===== src/rtl/eth_irq_pkg.sv =====
// Package: shared constants for the MAC interrupt/control register block.
// Assumes word-aligned byte offsets that fit in 12 bits.
package eth_irq_pkg;
    localparam int SRC_N    = 7;
    localparam int SRC_TXER = 1;
    localparam int RCTL_W   = 4;
    localparam int RCTL_QRS = 4;
    localparam int TCTL_W   = 4;
    localparam int THR_W    = 6;
    localparam int DIV_W    = 8;
    localparam int MAC_W    = 48;
    localparam int DATA_W   = 32;
    localparam int OFF_W    = 12;

    localparam logic [OFF_W-1:0] OFF_STAT  = 12'h000;
    localparam logic [OFF_W-1:0] OFF_MASK  = 12'h004;
    localparam logic [OFF_W-1:0] OFF_RCTL  = 12'h008;
    localparam logic [OFF_W-1:0] OFF_TCTL  = 12'h00C;
    localparam logic [OFF_W-1:0] OFF_MACLO = 12'h014;
    localparam logic [OFF_W-1:0] OFF_MACHI = 12'h018;
    localparam logic [OFF_W-1:0] OFF_THR   = 12'h01C;
    localparam logic [OFF_W-1:0] OFF_DIV   = 12'h024;

    localparam logic [SRC_N-1:0]  MASK_INIT = 7'h7F;
    localparam logic [RCTL_W-1:0] RCTL_INIT = 4'h8;
    localparam logic [THR_W-1:0]  THR_INIT  = 6'h3F;
    localparam logic [DIV_W-1:0]  DIV_INIT  = 8'h80;
endpackage


===== src/rtl/eth_irq_bus.sv =====
// Module: eth_irq_bus
// Decodes the byte offset into per-register write strobes and selects
// read data. Assumes ADDR_W <= 12 and a full-address match (no aliasing).
// Unmapped offsets produce no strobe and read as zero.
module eth_irq_bus
    import eth_irq_pkg::*;
#(
    parameter int ADDR_W = 8
) (
    input  logic [ADDR_W-1:0] bus_addr,
    input  logic              bus_wr,
    input  logic [SRC_N-1:0]  status,
    input  logic [SRC_N-1:0]  mask,
    input  logic [RCTL_W-1:0] rctl,
    input  logic [TCTL_W-1:0] tctl,
    input  logic [MAC_W-1:0]  mac,
    input  logic [THR_W-1:0]  thr,
    input  logic [DIV_W-1:0]  div,
    output logic              wr_stat,
    output logic              wr_mask,
    output logic              wr_rctl,
    output logic              wr_tctl,
    output logic              wr_maclo,
    output logic              wr_machi,
    output logic              wr_thr,
    output logic              wr_div,
    output logic [DATA_W-1:0] rdata
);
    logic hit_stat, hit_mask, hit_rctl, hit_tctl;
    logic hit_maclo, hit_machi, hit_thr, hit_div;

    // Offset comparators.
    always_comb begin
        hit_stat  = (bus_addr == OFF_STAT[ADDR_W-1:0]);
        hit_mask  = (bus_addr == OFF_MASK[ADDR_W-1:0]);
        hit_rctl  = (bus_addr == OFF_RCTL[ADDR_W-1:0]);
        hit_tctl  = (bus_addr == OFF_TCTL[ADDR_W-1:0]);
        hit_maclo = (bus_addr == OFF_MACLO[ADDR_W-1:0]);
        hit_machi = (bus_addr == OFF_MACHI[ADDR_W-1:0]);
        hit_thr   = (bus_addr == OFF_THR[ADDR_W-1:0]);
        hit_div   = (bus_addr == OFF_DIV[ADDR_W-1:0]);
    end

    // Write strobes: qualified by the bus write.
    always_comb begin
        wr_stat  = bus_wr && hit_stat;
        wr_mask  = bus_wr && hit_mask;
        wr_rctl  = bus_wr && hit_rctl;
        wr_tctl  = bus_wr && hit_tctl;
        wr_maclo = bus_wr && hit_maclo;
        wr_machi = bus_wr && hit_machi;
        wr_thr   = bus_wr && hit_thr;
        wr_div   = bus_wr && hit_div;
    end

    // Read mux, zero for unmapped offsets.
    always_comb begin
        rdata = '0;
        if (hit_stat)  rdata = DATA_W'(status);
        if (hit_mask)  rdata = DATA_W'(mask);
        if (hit_rctl)  rdata = DATA_W'(rctl);
        if (hit_tctl)  rdata = DATA_W'(tctl);
        if (hit_maclo) rdata = mac[31:0];
        if (hit_machi) rdata = DATA_W'(mac[MAC_W-1:32]);
        if (hit_thr)   rdata = DATA_W'(thr);
        if (hit_div)   rdata = DATA_W'(div);
    end
endmodule


===== src/rtl/eth_irq_status.sv =====
// Module: eth_irq_status
// Raw interrupt flags with write-one-to-clear acknowledge, the enable
// mask and the level interrupt. A set event in the same cycle as a clear
// of the same flag wins. Assumes one-cycle write strobes.
module eth_irq_status
    import eth_irq_pkg::*;
(
    input  logic             clk,
    input  logic             rst_n,
    input  logic             ack_wr,
    input  logic [SRC_N-1:0] ack_bits,
    input  logic             mask_wr,
    input  logic [SRC_N-1:0] mask_bits,
    input  logic [SRC_N-1:0] evt_set,
    output logic [SRC_N-1:0] status,
    output logic [SRC_N-1:0] mask,
    output logic             irq
);
    logic [SRC_N-1:0] clr_vec;

    // Clear vector, active only during an acknowledge write.
    always_comb clr_vec = ack_wr ? ack_bits : '0;

    // Per-source flag: set beats clear.
    for (genvar i = 0; i < SRC_N; i++) begin : g_flag
        always_ff @(posedge clk) begin
            if (!rst_n)           status[i] <= 1'b0;
            else if (evt_set[i])  status[i] <= 1'b1;
            else if (clr_vec[i])  status[i] <= 1'b0;
        end
    end

    // Mask register.
    always_ff @(posedge clk) begin
        if (!rst_n)       mask <= MASK_INIT;
        else if (mask_wr) mask <= mask_bits;
    end

    // Level interrupt from enabled flags.
    always_comb irq = |(status & mask);

    AST_EVT_SETS: assert property (@(posedge clk) disable iff (!rst_n)
        (evt_set != '0) |=> ((status & $past(evt_set)) == $past(evt_set)));
    AST_FLAGS_HOLD: assert property (@(posedge clk) disable iff (!rst_n)
        (!ack_wr && evt_set == '0) |=> $stable(status));
    AST_ACK_CLEARS: assert property (@(posedge clk) disable iff (!rst_n)
        ack_wr |=> ((status & $past(ack_bits & ~evt_set)) == '0));
    AST_MASK_OFF: assert property (@(posedge clk) disable iff (!rst_n)
        (mask_wr && mask_bits == '0) |=> !irq);
endmodule


===== src/rtl/eth_irq_cfg.sv =====
// Module: eth_irq_cfg
// Receive/transmit control, station address, threshold and divider
// registers, plus the two registered side-effect strobes. Assumes the
// write strobes are mutually exclusive and last one cycle.
module eth_irq_cfg
    import eth_irq_pkg::*;
(
    input  logic              clk,
    input  logic              rst_n,
    input  logic              wr_stat,
    input  logic              wr_rctl,
    input  logic              wr_tctl,
    input  logic              wr_maclo,
    input  logic              wr_machi,
    input  logic              wr_thr,
    input  logic              wr_div,
    input  logic [DATA_W-1:0] wdata,
    output logic [RCTL_W-1:0] rctl,
    output logic [TCTL_W-1:0] tctl,
    output logic [MAC_W-1:0]  mac,
    output logic [THR_W-1:0]  thr,
    output logic [DIV_W-1:0]  div,
    output logic              tx_flush,
    output logic              rx_qreset
);
    // Control registers.
    always_ff @(posedge clk) begin
        if (!rst_n) begin
            rctl <= RCTL_INIT;
            tctl <= '0;
        end else begin
            if (wr_rctl) rctl <= wdata[RCTL_W-1:0];
            if (wr_tctl) tctl <= wdata[TCTL_W-1:0];
        end
    end

    // Station address halves.
    always_ff @(posedge clk) begin
        if (!rst_n) begin
            mac <= '0;
        end else begin
            if (wr_maclo) mac[31:0]       <= wdata;
            if (wr_machi) mac[MAC_W-1:32] <= wdata[MAC_W-33:0];
        end
    end

    // Threshold and divider.
    always_ff @(posedge clk) begin
        if (!rst_n) begin
            thr <= THR_INIT;
            div <= DIV_INIT;
        end else begin
            if (wr_thr) thr <= wdata[THR_W-1:0];
            if (wr_div) div <= wdata[DIV_W-1:0];
        end
    end

    // One-cycle side-effect strobes.
    always_ff @(posedge clk) begin
        if (!rst_n) begin
            tx_flush  <= 1'b0;
            rx_qreset <= 1'b0;
        end else begin
            tx_flush  <= wr_stat && wdata[SRC_TXER];
            rx_qreset <= wr_rctl && wdata[RCTL_QRS];
        end
    end

    AST_FLUSH_ON_ACK: assert property (@(posedge clk) disable iff (!rst_n)
        (wr_stat && wdata[SRC_TXER]) |=> tx_flush);
    AST_FLUSH_CAUSE: assert property (@(posedge clk) disable iff (!rst_n)
        tx_flush |-> $past(wr_stat && wdata[SRC_TXER]));
    AST_QRST_ON_WR: assert property (@(posedge clk) disable iff (!rst_n)
        (wr_rctl && wdata[RCTL_QRS]) |=> rx_qreset);
    AST_QRST_CAUSE: assert property (@(posedge clk) disable iff (!rst_n)
        rx_qreset |-> $past(wr_rctl && wdata[RCTL_QRS]));
endmodule


===== src/rtl/eth_irq_regs.sv =====
// Module: eth_irq_regs (top)
// Interrupt and control register front end of a small Ethernet MAC.
// Writes take effect at the clock edge of the write strobe; reads are
// combinational. Assumes a 32-bit bus and ADDR_W <= 12.
module eth_irq_regs
    import eth_irq_pkg::*;
#(
    parameter int ADDR_W = 8
) (
    input  logic              clk,
    input  logic              rst_n,
    input  logic              bus_wr,
    input  logic [ADDR_W-1:0] bus_addr,
    input  logic [31:0]       bus_wdata,
    output logic [31:0]       bus_rdata,
    input  logic [6:0]        evt_set,
    output logic              irq,
    output logic              tx_flush,
    output logic              rx_qreset,
    output logic [3:0]        rx_ctrl,
    output logic [3:0]        tx_ctrl,
    output logic [47:0]       mac_addr,
    output logic [5:0]        tx_thresh,
    output logic [7:0]        mdio_div
);
    logic [SRC_N-1:0] status, mask;
    logic wr_stat, wr_mask, wr_rctl, wr_tctl, wr_maclo, wr_machi, wr_thr, wr_div;

    eth_irq_bus #(.ADDR_W(ADDR_W)) u_bus (
        .bus_addr (bus_addr),
        .bus_wr   (bus_wr),
        .status   (status),
        .mask     (mask),
        .rctl     (rx_ctrl),
        .tctl     (tx_ctrl),
        .mac      (mac_addr),
        .thr      (tx_thresh),
        .div      (mdio_div),
        .wr_stat  (wr_stat),
        .wr_mask  (wr_mask),
        .wr_rctl  (wr_rctl),
        .wr_tctl  (wr_tctl),
        .wr_maclo (wr_maclo),
        .wr_machi (wr_machi),
        .wr_thr   (wr_thr),
        .wr_div   (wr_div),
        .rdata    (bus_rdata)
    );

    eth_irq_status u_status (
        .clk       (clk),
        .rst_n     (rst_n),
        .ack_wr    (wr_stat),
        .ack_bits  (bus_wdata[SRC_N-1:0]),
        .mask_wr   (wr_mask),
        .mask_bits (bus_wdata[SRC_N-1:0]),
        .evt_set   (evt_set),
        .status    (status),
        .mask      (mask),
        .irq       (irq)
    );

    eth_irq_cfg u_cfg (
        .clk       (clk),
        .rst_n     (rst_n),
        .wr_stat   (wr_stat),
        .wr_rctl   (wr_rctl),
        .wr_tctl   (wr_tctl),
        .wr_maclo  (wr_maclo),
        .wr_machi  (wr_machi),
        .wr_thr    (wr_thr),
        .wr_div    (wr_div),
        .wdata     (bus_wdata),
        .rctl      (rx_ctrl),
        .tctl      (tx_ctrl),
        .mac       (mac_addr),
        .thr       (tx_thresh),
        .div       (mdio_div),
        .tx_flush  (tx_flush),
        .rx_qreset (rx_qreset)
    );

    AST_RST_STROBES: assert property (@(posedge clk)
        !rst_n |=> (!tx_flush && !rx_qreset && status == '0));
endmodule


===== config.mk =====
export PLATFORM = sky130hd
export DESIGN_NAME = eth_irq_regs
export DESIGN_NICKNAME = d
export VERILOG_FILES = /design/src/rtl/eth_irq_pkg.sv /design/src/rtl/eth_irq_bus.sv /design/src/rtl/eth_irq_status.sv /design/src/rtl/eth_irq_cfg.sv /design/src/rtl/eth_irq_regs.sv
export SDC_FILE = /design/constraint.sdc
export NUM_CORES = 1
export LEC_CHECK = 0
export ABC_CLOCK_PERIOD_IN_PS = 1900
export CAP_MARGIN = 20
export CORE_MARGIN = 3
export CORE_UTILIZATION = 45
export CTS_CLUSTER_DIAMETER = 30
export DETAILED_ROUTE_END_ITERATION = 8
export DONT_BUFFER_PORTS = 1
export GPL_TIMING_DRIVEN = 0
export PLACE_DENSITY = 0.64
export SLEW_MARGIN = 20
export SYNTH_ARGS = -nofsm -noshare
export SYNTH_HDL_FRONTEND = slang
export SYNTH_SLANG_ARGS = --single-unit

===== constraint.sdc =====
create_clock -name clk -period 1.9 [get_ports clk]
set_clock_uncertainty 0.1 [all_clocks]
set_input_delay 0.38 -clock clk [delete_from_list [all_inputs] [get_ports clk]]
set_output_delay 0.38 -clock clk [all_outputs]
set_load 0.03 [all_outputs]

==> flow_summary_export.csv, run 1 <==
group,metric,value,unit
grt,grtUsageTotal,0.265,
critical_path,worst-path-max-fanout,3,
placement,dpl.hpwl,9280,um
power,total_power,3.40,mW
power,power.leakage,1.84,nW
finish,fin_area,4860,um2
clocking,htree_levels,3,
timing,period_minus_slack,2.20,ns
critical_path,cp-endpoint,"bus_rdata[2]",
power,peakVddDrop,423,uV
floorplan,dieHeight,99.7,um
grt,grt_pass1_vias,3720,
floorplan,fp.coreArea,8380,um2
critical_path,rr_worst_depth,2,
clocking,root_buffer,"clkbuf_8",
power,pwr-share-seq,0.535,
critical_path,crit_start,"u_cfg.rctl[2]",
placement,place_inst,594,
grt,overflow,0,
power,power_density,699,nW/um2
timing,max_slew.worst_pin.slew,0.644,ns
route,drt_iter0_markers,213,
power,swShare,0.250,
floorplan,start_util,0.472,
route,drtAntennaViolNets,0,
synth,yosys_most_used_dff,"dfxtp_1",
critical_path,critPathRequiredTime,1.42,ns
finish,final_nets,566,
timing,min_period_over_period,1.16,
floorplan,die_x,99.7,um
clocking,clkSinkCount,86,
clocking,clkSlewWorstSetupHoldPaths,0.09,ns
critical_path,r2r_start,"u_cfg.mac[36]",
placement,gp_congestion,0.917,
floorplan,num_rows,33,
synth,synth-seq-cells,86,
timing,rsz0062_at_grt,"true",
synth,synth_nets,539,
power,internal_power,2.55,mW
synth,async_reset_ff_frac,0,
synth,synth_cell_types,41,
floorplan,io_pins,155,
route,routed_wl,12900,um
critical_path,reg2reg_slack,0.88,ns
placement,placed_cell_area,4280,um2
synth,synth_warnings,0,
route,drc_errors,0,
synth,ys_top_cells_by_area,"dfxtp_1 44%, nand2_1 10%, a21oi_1 7.6%",
finish,area_growth,23.0,%
critical_path,critPathKind,"reg -> out",
critical_path,cp-start-kind,"flip-flop",
critical_path,reg2reg_to,"u_cfg.mac[36]",
synth,yosysTopAreaCellShare,0.436,
status,violations,"negative setup slack",
route,vias,3751,
status,status,"finished with violations",
timing,hold_viol,0,
power,switchingPower,0.852,mW
route,routed_via_density,5.99,
finish,antenna_cells,0,
finish,drive_above_1_share,0.274,
clocking,cts_buffer_depth,2,
clocking,cts_tree,"yes",
synth,synth_area_leader_cell,"dfxtp_1",
placement,io_buffers,0,
grt,grt_max_degree,15,
clocking,clk_latency,0.35,ns
power,power_frac_comb,0.075,
synth,syn-instance-count,489,
timing,finalSetupViolations,32,
floorplan,die_area,9940,um2
synth,synth-edff-count,0,
clocking,cts_buffers,9,
grt,grt_pass1_wl,20300,um
timing,slew_headroom,0.570,
finish,final_cells,626,
finish,n_fill_cell,763,
route,drt_pass1_iterations,4,
route,wl_per_cell,20.6,um
critical_path,end_kind,"output port",
synth,avgSynthCellArea,8.08,um2
run,drv_cap,0,
critical_path,worstPathArrival,1.72,ns
worst_hold_path,hold_path_class,"in -> reg",
timing,setup_tns,-4.76,ns
synth,yosysSeqAreaShare,0.436,
timing,drv_slew,0,
synth,syn_area,3950,um2
power,clkPwrFrac,0.390,
grt,antenna_found_initial,0,
timing,setup_ws,-0.296,ns
timing,fmax,0.455,GHz
[worst max-delay path: stages, from the launching register on]
cell     delay, ns
dfxtp_4       0.39
mux2_4        0.27
a22oi_2       0.18
a21oi_2       0.10
a221o_2       0.41
[logic make-up (layout without fill, tap and decap cells)]
| family | Yosys count | in the layout | synth area share |
|---|---|---|---|
| AND/OR/NAND/NOR | 209 | 209 | 0.250 |
| AO/OA/AOI/OAI | 114 | 114 | 0.176 |
| flip-flops | 86 | 86 | 0.436 |
| buffers and inverters | 51 | 83 | 0.0589 |
| multiplexers | 29 | 29 | 0.0795 |
[metal layers]
layer / vias to the layer above / share of wire / GRT usage
met2: 177 / 0.47 / 0.407
met4: 0 / 0.018 / 0.0861
li1: 1771 / - / -
met5: - / 0 / 0
met3: 24 / 0.12 / 0.0989
met1: 1779 / 0.40 / 0.343
[area by class of cell]
cell class / count / area [um2] / share of cell area
plain buffers: 37 / 219 / 0.0450
clock buffers: 12 / 145 / 0.0298
flip-flops and latches: 86 / 1770 / 0.363
inverters: 10 / 37.5 / 0.00772
clock inverters: 4 / 55.1 / 0.0113
multi-input cells: 352 / 2300 / 0.474
repair buffers: 20 / 206 / 0.0424
well taps: 105 / 131 / 0.0270
[cells in the mapped netlist, types with 2 or more instances]
master,number
mux2i_1,19
nor3_2,2
nor2b_1,4
a21oi_1,60
buf_2,15
buf_6,3
nor3_1,3
nand2_1,108
o21ai_0,13
a22o_1,8
and3_1,4
a22oi_1,11
clkbuf_1,22
dfxtp_1,86
nor2_1,14
mux2_2,9
o22a_1,2
a41oi_1,3
nand3_1,45
a222oi_1,2
a221o_1,2
a32o_1,2
inv_1,9
nand4_1,5
a31oi_1,7
and2_1,16
[placed cells by master (no fill, tap or decap), types with 11 or more instances in the layout]
cell type,Yosys,final
nand2_1,108,108
dfxtp_1,86,67
a21oi_1,60,58
nand3_1,45,43
clkbuf_1,22,21
mux2i_1,19,18
and2_4,0,16
nor2_1,14,13
buf_4,0,11
dfxtp_2,0,11
[worst min path at each step]
stage                           startpoint                 end  cells past startpoint
after global placement        bus_wdata[6]  u_status.status[6]                      1
after detailed placement      bus_wdata[6]  u_status.status[6]                      1
after floorplan           u_status.mask[3]    u_status.mask[3]                      2
after CTS                     bus_wdata[6]  u_status.status[6]                      1
final                         bus_wdata[4]  u_status.status[4]                      1
after global routing          bus_wdata[4]  u_status.status[4]                      1
[sequential cells by signal (all words and copies together), names as in the netlist]
signal and cells:
u_cfg.div 8, u_cfg.mac 48, u_cfg.rctl 4, u_cfg.rx_qreset 1, u_cfg.tctl 4, u_cfg.thr 6
u_cfg.tx_flush 1, u_status.mask 7, u_status.status 7
[power by group through the flow]
stage          registers, mW  clock network [mW]  logic, mW
2_1_floorplan           1.87                   0      0.161
3_3_place_gp            1.87                   0      0.208
3_5_place_dp            1.87                   0      0.211
4_1_cts                 1.82                1.35      0.243
5_1_grt                 1.82                1.44      0.273
6_report                1.82                1.33      0.254
[per-stage QoR]
| step | setup WS, ns | hold slack [ns] | utilization |
|---|---|---|---|
| 2_1_floorplan | -0.192 | 0.363 | - |
| 3_3_place_gp | -0.338 | 0.389 | 0.510 |
| 3_5_place_dp | -0.352 | 0.394 | 0.510 |
| 4_1_cts | -0.273 | 0.00176 | 0.584 |
| 5_1_grt | -0.366 | 0.00158 | 0.580 |
| 6_report | -0.296 | 0.0203 | 0.580 |
[repair_timing]
item | in CTS | in global routing
pin swaps | 26 | 7
hold buffers | 0 | 2
buffers inserted | 17 | 1
gates cloned | 2 | 0
setup endpoints to repair | 33 | 33
resized for setup | 71 | 5
endpoints found under the hold margin | 0 | 2
Power figures use the tool's default switching activity.
==> inputs of run 2 (changes only) <==
Settings changed: CORE_UTILIZATION 45 to 57, PLACE_DENSITY 0.64 to 0.77, SETUP_SLACK_MARGIN from default to 0.1.
==> run 2 against run 1 <==
The run still ends with negative setup slack left. Register-to-register slack better by 0.02 ns. Design area is 0.33% lower. Clock power is 3% lower. Fmax is 0.23% higher. Setup slack better by 0.0051 ns. First-iteration DRC count is 22% lower. Critical path depth stayed put. Via count is 1.6% higher. Combinational power hardly changed. Global-route usage is 4.1 points higher. Routed wire length is 4.6% lower. Critical path type unchanged. Largest cell class unchanged.
==> flow_summary_export.csv, run 2 (synthesis gave the netlist of run 1 again) <==
group,metric,value,unit
finish,n_fill_cell,475,
route,vias,3812,
placement,gp_congestion,0.942,
critical_path,critPathKind,"reg -> out",
clocking,cts_tree,"yes",
placement,io_buffers,0,
grt,grt_pass1_vias,3566,
timing,fin_hold_ws,0.0152,ns
clocking,htree_levels,3,
route,wl_per_cell,20.6,um
status,violations,"negative setup slack",
clocking,clkSlewWorstSetupHoldPaths,0.08,ns
critical_path,worstPathArrival,1.71,ns
finish,final_nets,568,
run,drv_cap,0,
route,routed_via_density,6.36,
finish,fin_area,4850,um2
finish,layout_common_cells,"108 x nand2_1, 68 x dfxtp_1, 58 x a21oi_1",
critical_path,end_kind,"output port",
finish,final_util,0.742,
timing,fmax,0.456,GHz
power,peakVddDrop,514,uV
floorplan,dieHeight,89.3,um
clocking,root_buffer,"clkbuf_8",
floorplan,num_rows,29,
route,drt_pass1_iterations,5,
critical_path,worst-path-max-fanout,4,
finish,largest_reg_flops,48,
finish,multiInputGateArea,2300,um2
grt,grtUsageTotal,0.306,
critical_path,critPathSlowestCell,"dfxtp_2",
route,drc_errors,0,
grt,antenna_found_initial,0,
timing,min_period_over_period,1.15,
critical_path,critPathTopFamily,"compound AO/OA/AOI/OAI gates",
route,drtAntennaViolNets,0,
clocking,clk_latency,0.36,ns
floorplan,die_area,7970,um2
finish,final_common_cell,"nand2_1",
timing,hold_viol,0,
grt,overflow,0,
timing,setup_tns,-5.56,ns
critical_path,crit_path_cell_trace,"mux2_2, a22oi_2, o211ai_1, a32o_2",
timing,finalSetupViolations,32,
timing,max_slew.worst_pin.slew,0.565,ns
timing,setup_ws,-0.291,ns
floorplan,die_x,89.3,um
finish,final_cells,599,
power,total_power,3.36,mW
timing,period_minus_slack,2.19,ns
finish,seqCellArea,1770,um2
timing,slew_headroom,0.624,
critical_path,worst-path-buf-inv,0,
grt,grt_pass1_wl,18500,um
critical_path,cpPeakStageDelay,0.41,ns
finish,area_growth,22.6,%
finish,largestRegisters,"u_cfg.mac (48), u_cfg.div (8)",
critical_path,cp-start-kind,"flip-flop",
placement,place_inst,566,
placement,dpl.hpwl,8630,um
finish,drive_above_1_share,0.272,
finish,largest-register,"u_cfg.mac",
clocking,cts_buffers,9,
worst_hold_path,hold_path_class,"in -> reg",
route,routed_wl,12300,um
clocking,cts_buffer_depth,2,
placement,preCtsSetupSlack,-0.361,ns
grt,grt_max_degree,14,
floorplan,io_pins,155,
status,status,"finished with violations",
finish,antenna_cells,0,
power,power.leakage,1.86,nW
floorplan,fp.coreArea,6530,um2
clocking,clkSinkCount,86,
critical_path,critPathRequiredTime,1.42,ns
route,drt_iter0_markers,166,
floorplan,start_util,0.605,
power,power_density,693,nW/um2
timing,drv_slew,0,
timing,rsz0062_at_grt,"true",
placement,placed_cell_area,4240,um2
## run 2: changes by cell type in the layout (fill, tap and decap cells not counted), sizes merged
cell	delta
buf	+2
inv	-1
clkinv	+1
dlygate4sd3	-1
## run 2: worst register-to-register path, cell delays in order, from the launching register on
cell	delay (ns)
dfxtp_1	0.56
nand2_1	0.11
a21oi_1	0.16
## run 2: report_power, final
group          switching [mW]  total (mW)  internal [mW]
combinational           0.157       0.251         0.0941
clock                   0.655        1.29          0.633
sequential             0.0178        1.82           1.80
total                   0.829        3.36           2.53
## run 2: cell type report
class / instances / area share
tap: 77 / 0.0199
timing repair buffer: 18 / 0.0416
sequential: 86 / 0.364
clock buffer: 11 / 0.0292
multi-input combinational: 352 / 0.474
clock inverter: 4 / 0.00981
inverter: 10 / 0.00774
buffer: 41 / 0.0534
## run 2: worst paths after layout
path | depth (start not counted) | end | slack, ns | from
max | 4 | bus_rdata[1] | -0.29 | u_cfg.thr[1]
min | 1 | u_status.status[5] | 0.02 | bus_wdata[5]
max reg2reg | 2 | u_cfg.mac[43] | 0.90 | u_cfg.mac[43]
min reg2reg | 2 | u_status.mask[0] | 0.42 | u_status.mask[0]
## run 2: metal layers
| layer | up-vias | global-route usage | part of all wire |
|---|---|---|---|
| met5 | - | 0 | 0 |
| met4 | 0 | 0.0839 | 0.011 |
| met3 | 15 | 0.135 | 0.11 |
| met2 | 170 | 0.475 | 0.47 |
| met1 | 1852 | 0.389 | 0.41 |
| li1 | 1775 | - | - |
## run 2: timing repair
action	CTS	global route
pin swaps	23	16
setup endpoints to repair	33	33
endpoints found under the hold margin	0	1
buffers inserted	14	3
resized for setup	52	28
hold buffers	0	1
gates cloned	2	0
==> inputs of run 3 (changes only) <==
Settings changed: ABC_CLOCK_PERIOD_IN_PS 1900 to 2400, CORE_UTILIZATION 57 to 63, MAX_ROUTING_LAYER from default to met4, PLACE_DENSITY 0.77 to 0.81.
Clock period 1.9 ns to 2.4 ns, I/O delays scaled along.
==> run 3 against run 2 <==
The flow now finishes without violations. First-iteration DRC count up 140%. Non-clock buffer count down 8. Count of clock-buffer cells in the layout up 1. Highest routed layer unchanged. Combinational power down 25%.
==> flow_summary_export.csv, run 3 (synthesis gave the netlist of run 1 again) <==
group,metric,value,unit
critical_path,critPathKind,"in -> out",
floorplan,fp.coreArea,5990,um2
placement,io_buffers,0,
clocking,cts_buffers,9,
finish,n_fill_cell,427,
floorplan,start_util,0.660,
timing,finalSetupViolations,0,
grt,grt_max_degree,13,
finish,final_common_cell,"nand2_1",
critical_path,cp-endpoint,"bus_rdata[3]",
finish,drive_above_1_share,0.224,
grt,overflow,0,
route,drt_pass1_iterations,6,
worst_hold_path,hold_path_class,"in -> reg",
timing,max_slew.worst_pin.slew,0.577,ns
power,power.leakage,1.78,nW
clocking,root_buffer,"clkbuf_8",
floorplan,die_x,85.2,um
critical_path,critPathRequiredTime,1.82,ns
finish,antenna_cells,0,
floorplan,num_rows,28,
clocking,cts_hold_buf,0,
route,vias,3825,
critical_path,worst-path-max-fanout,5,
route,routed_via_density,6.51,
power,pwr-share-seq,0.559,
floorplan,io_pins,155,
timing,fin_hold_ws,0.131,ns
route,wl_per_cell,20.6,um
clocking,cts_tree,"yes",
timing,min_period_over_period,0.979,
critical_path,rr_worst_depth,2,
timing,rsz0062_at_grt,"true",
finish,multiInputGateArea,2240,um2
worst_hold_path,min_from,"bus_wdata[6]",
route,drc_errors,0,
clocking,clk_latency,0.34,ns
finish,area_growth,16.5,%
critical_path,worstPathArrival,1.77,ns
power,power_frac_comb,0.073,
route,drt_iter0_markers,399,
critical_path,reg2reg_slack,1.38,ns
critical_path,reg2reg_to,"u_cfg.mac[13]",
power,swShare,0.238,
floorplan,dieHeight,85.2,um
placement,dpl.hpwl,8490,um
finish,fin_area,4600,um2
run,drv_cap,0,
grt,grt_pass1_vias,3555,
clocking,clkSlewWorstSetupHoldPaths,0.08,ns
timing,hold_viol,0,
floorplan,die_area,7260,um2
timing,slew_headroom,0.615,
critical_path,crit_start,"bus_addr[7]",
power,power_density,562,nW/um2
timing,drv_slew,0,
finish,seqCellArea,1740,um2
clocking,htree_levels,3,
finish,largestRegisters,"u_cfg.mac (48), u_cfg.div (8)",
route,drtAntennaViolNets,0,
finish,largest_reg_flops,48,
status,status,"finished clean",
route,routed_wl,12100,um
timing,fmax,0.426,GHz
placement,gp_congestion,0.956,
critical_path,end_kind,"output port",
placement,placed_cell_area,4070,um2
grt,grtUsageTotal,0.331,
grt,grt_pass1_wl,18500,um
power,internal_power,1.97,mW
grt,antenna_found_initial,0,
timing,period_minus_slack,2.35,ns
finish,layout_common_cells,"108 x nand2_1, 73 x dfxtp_1, 60 x a21oi_1",
finish,largest-register,"u_cfg.mac",
power,clkPwrFrac,0.368,
power,switchingPower,0.616,mW
clocking,clkSinkCount,86,
clocking,cts_buffer_depth,2,
power,peakVddDrop,581,uV
critical_path,cp-start-kind,"primary input",
finish,final_nets,560,
critical_path,r2r_start,"u_cfg.mac[13]",
timing,setup_tns,0,ns
-- run 3: cell types whose count changed in the layout (fill, tap and decap cells not counted), moves of 4 or more --
cell     previous run  this run
dfxtp_1            68        73
a22oi_1             3         8
buf_4               9        13
dfxtp_4             9         1
buf_8               5         1
a22oi_2             8         3
-- run 3: worst min path at each step --
stage | endpoint | slack (ns) | cells after the start
CTS | u_status.status[6] | 0.12 | 1
finish | u_status.status[6] | 0.13 | 1
global placement | u_status.mask[1] | 0.39 | 2
detailed placement | u_status.mask[6] | 0.39 | 2
floorplan | u_status.mask[3] | 0.36 | 2
global route | u_status.status[6] | 0.11 | 1
-- run 3: worst max-delay path: stages --
cell and delay (ns):
or3_4 0.40, nor3_4 0.25, buf_4 0.16, nand3_1 0.11, o221ai_4 0.37
-- run 3: cell type report --
| cell class | count | area share |
|---|---|---|
| buffer | 41 | 0.0516 |
| clock buffer | 12 | 0.0293 |
| timing repair buffer | 10 | 0.0179 |
| tap | 75 | 0.0204 |
| inverter | 10 | 0.00815 |
| sequential | 86 | 0.378 |
| clock inverter | 2 | 0.00761 |
| multi-input combinational | 352 | 0.487 |
-- run 3: power groups by stage --
stage | registers, mW | clock network (mW) | logic [mW]
after floorplan | 1.48 | 0 | 0.123
after global placement | 1.48 | 0 | 0.158
after detailed placement | 1.48 | 0 | 0.161
after CTS | 1.45 | 0.954 | 0.174
after global routing | 1.45 | 1.01 | 0.201
final | 1.45 | 0.952 | 0.189
-- run 3: repair_timing --
item,CTS,global route
setup buffers,7,3
resized for setup,72,33
pin swaps,5,11
endpoints found under the setup margin,32,32
cloned,0,0
-- run 3: metal layers --
layer | GRT usage | up-vias | share of wire
met5 | - | - | 0
met1 | 0.422 | 1830 | 0.40
met2 | 0.495 | 218 | 0.46
met3 | 0.108 | 19 | 0.12
met4 | 0.111 | 0 | 0.014
li1 | - | 1758 | -
-- run 3: through the flow --
step / power [mW] / worst slack, ns / utilization / std cells
2_1_floorplan: 1.60 / 0.0804 / - / 489
3_3_place_gp: 1.64 / -0.117 / 0.679 / 564
3_5_place_dp: 1.64 / -0.155 / 0.679 / 564
4_1_cts: 2.58 / 0.0347 / 0.749 / 585
5_1_grt: 2.66 / -0.0172 / 0.769 / 588
6_report: 2.59 / 0.0514 / 0.769 / 588
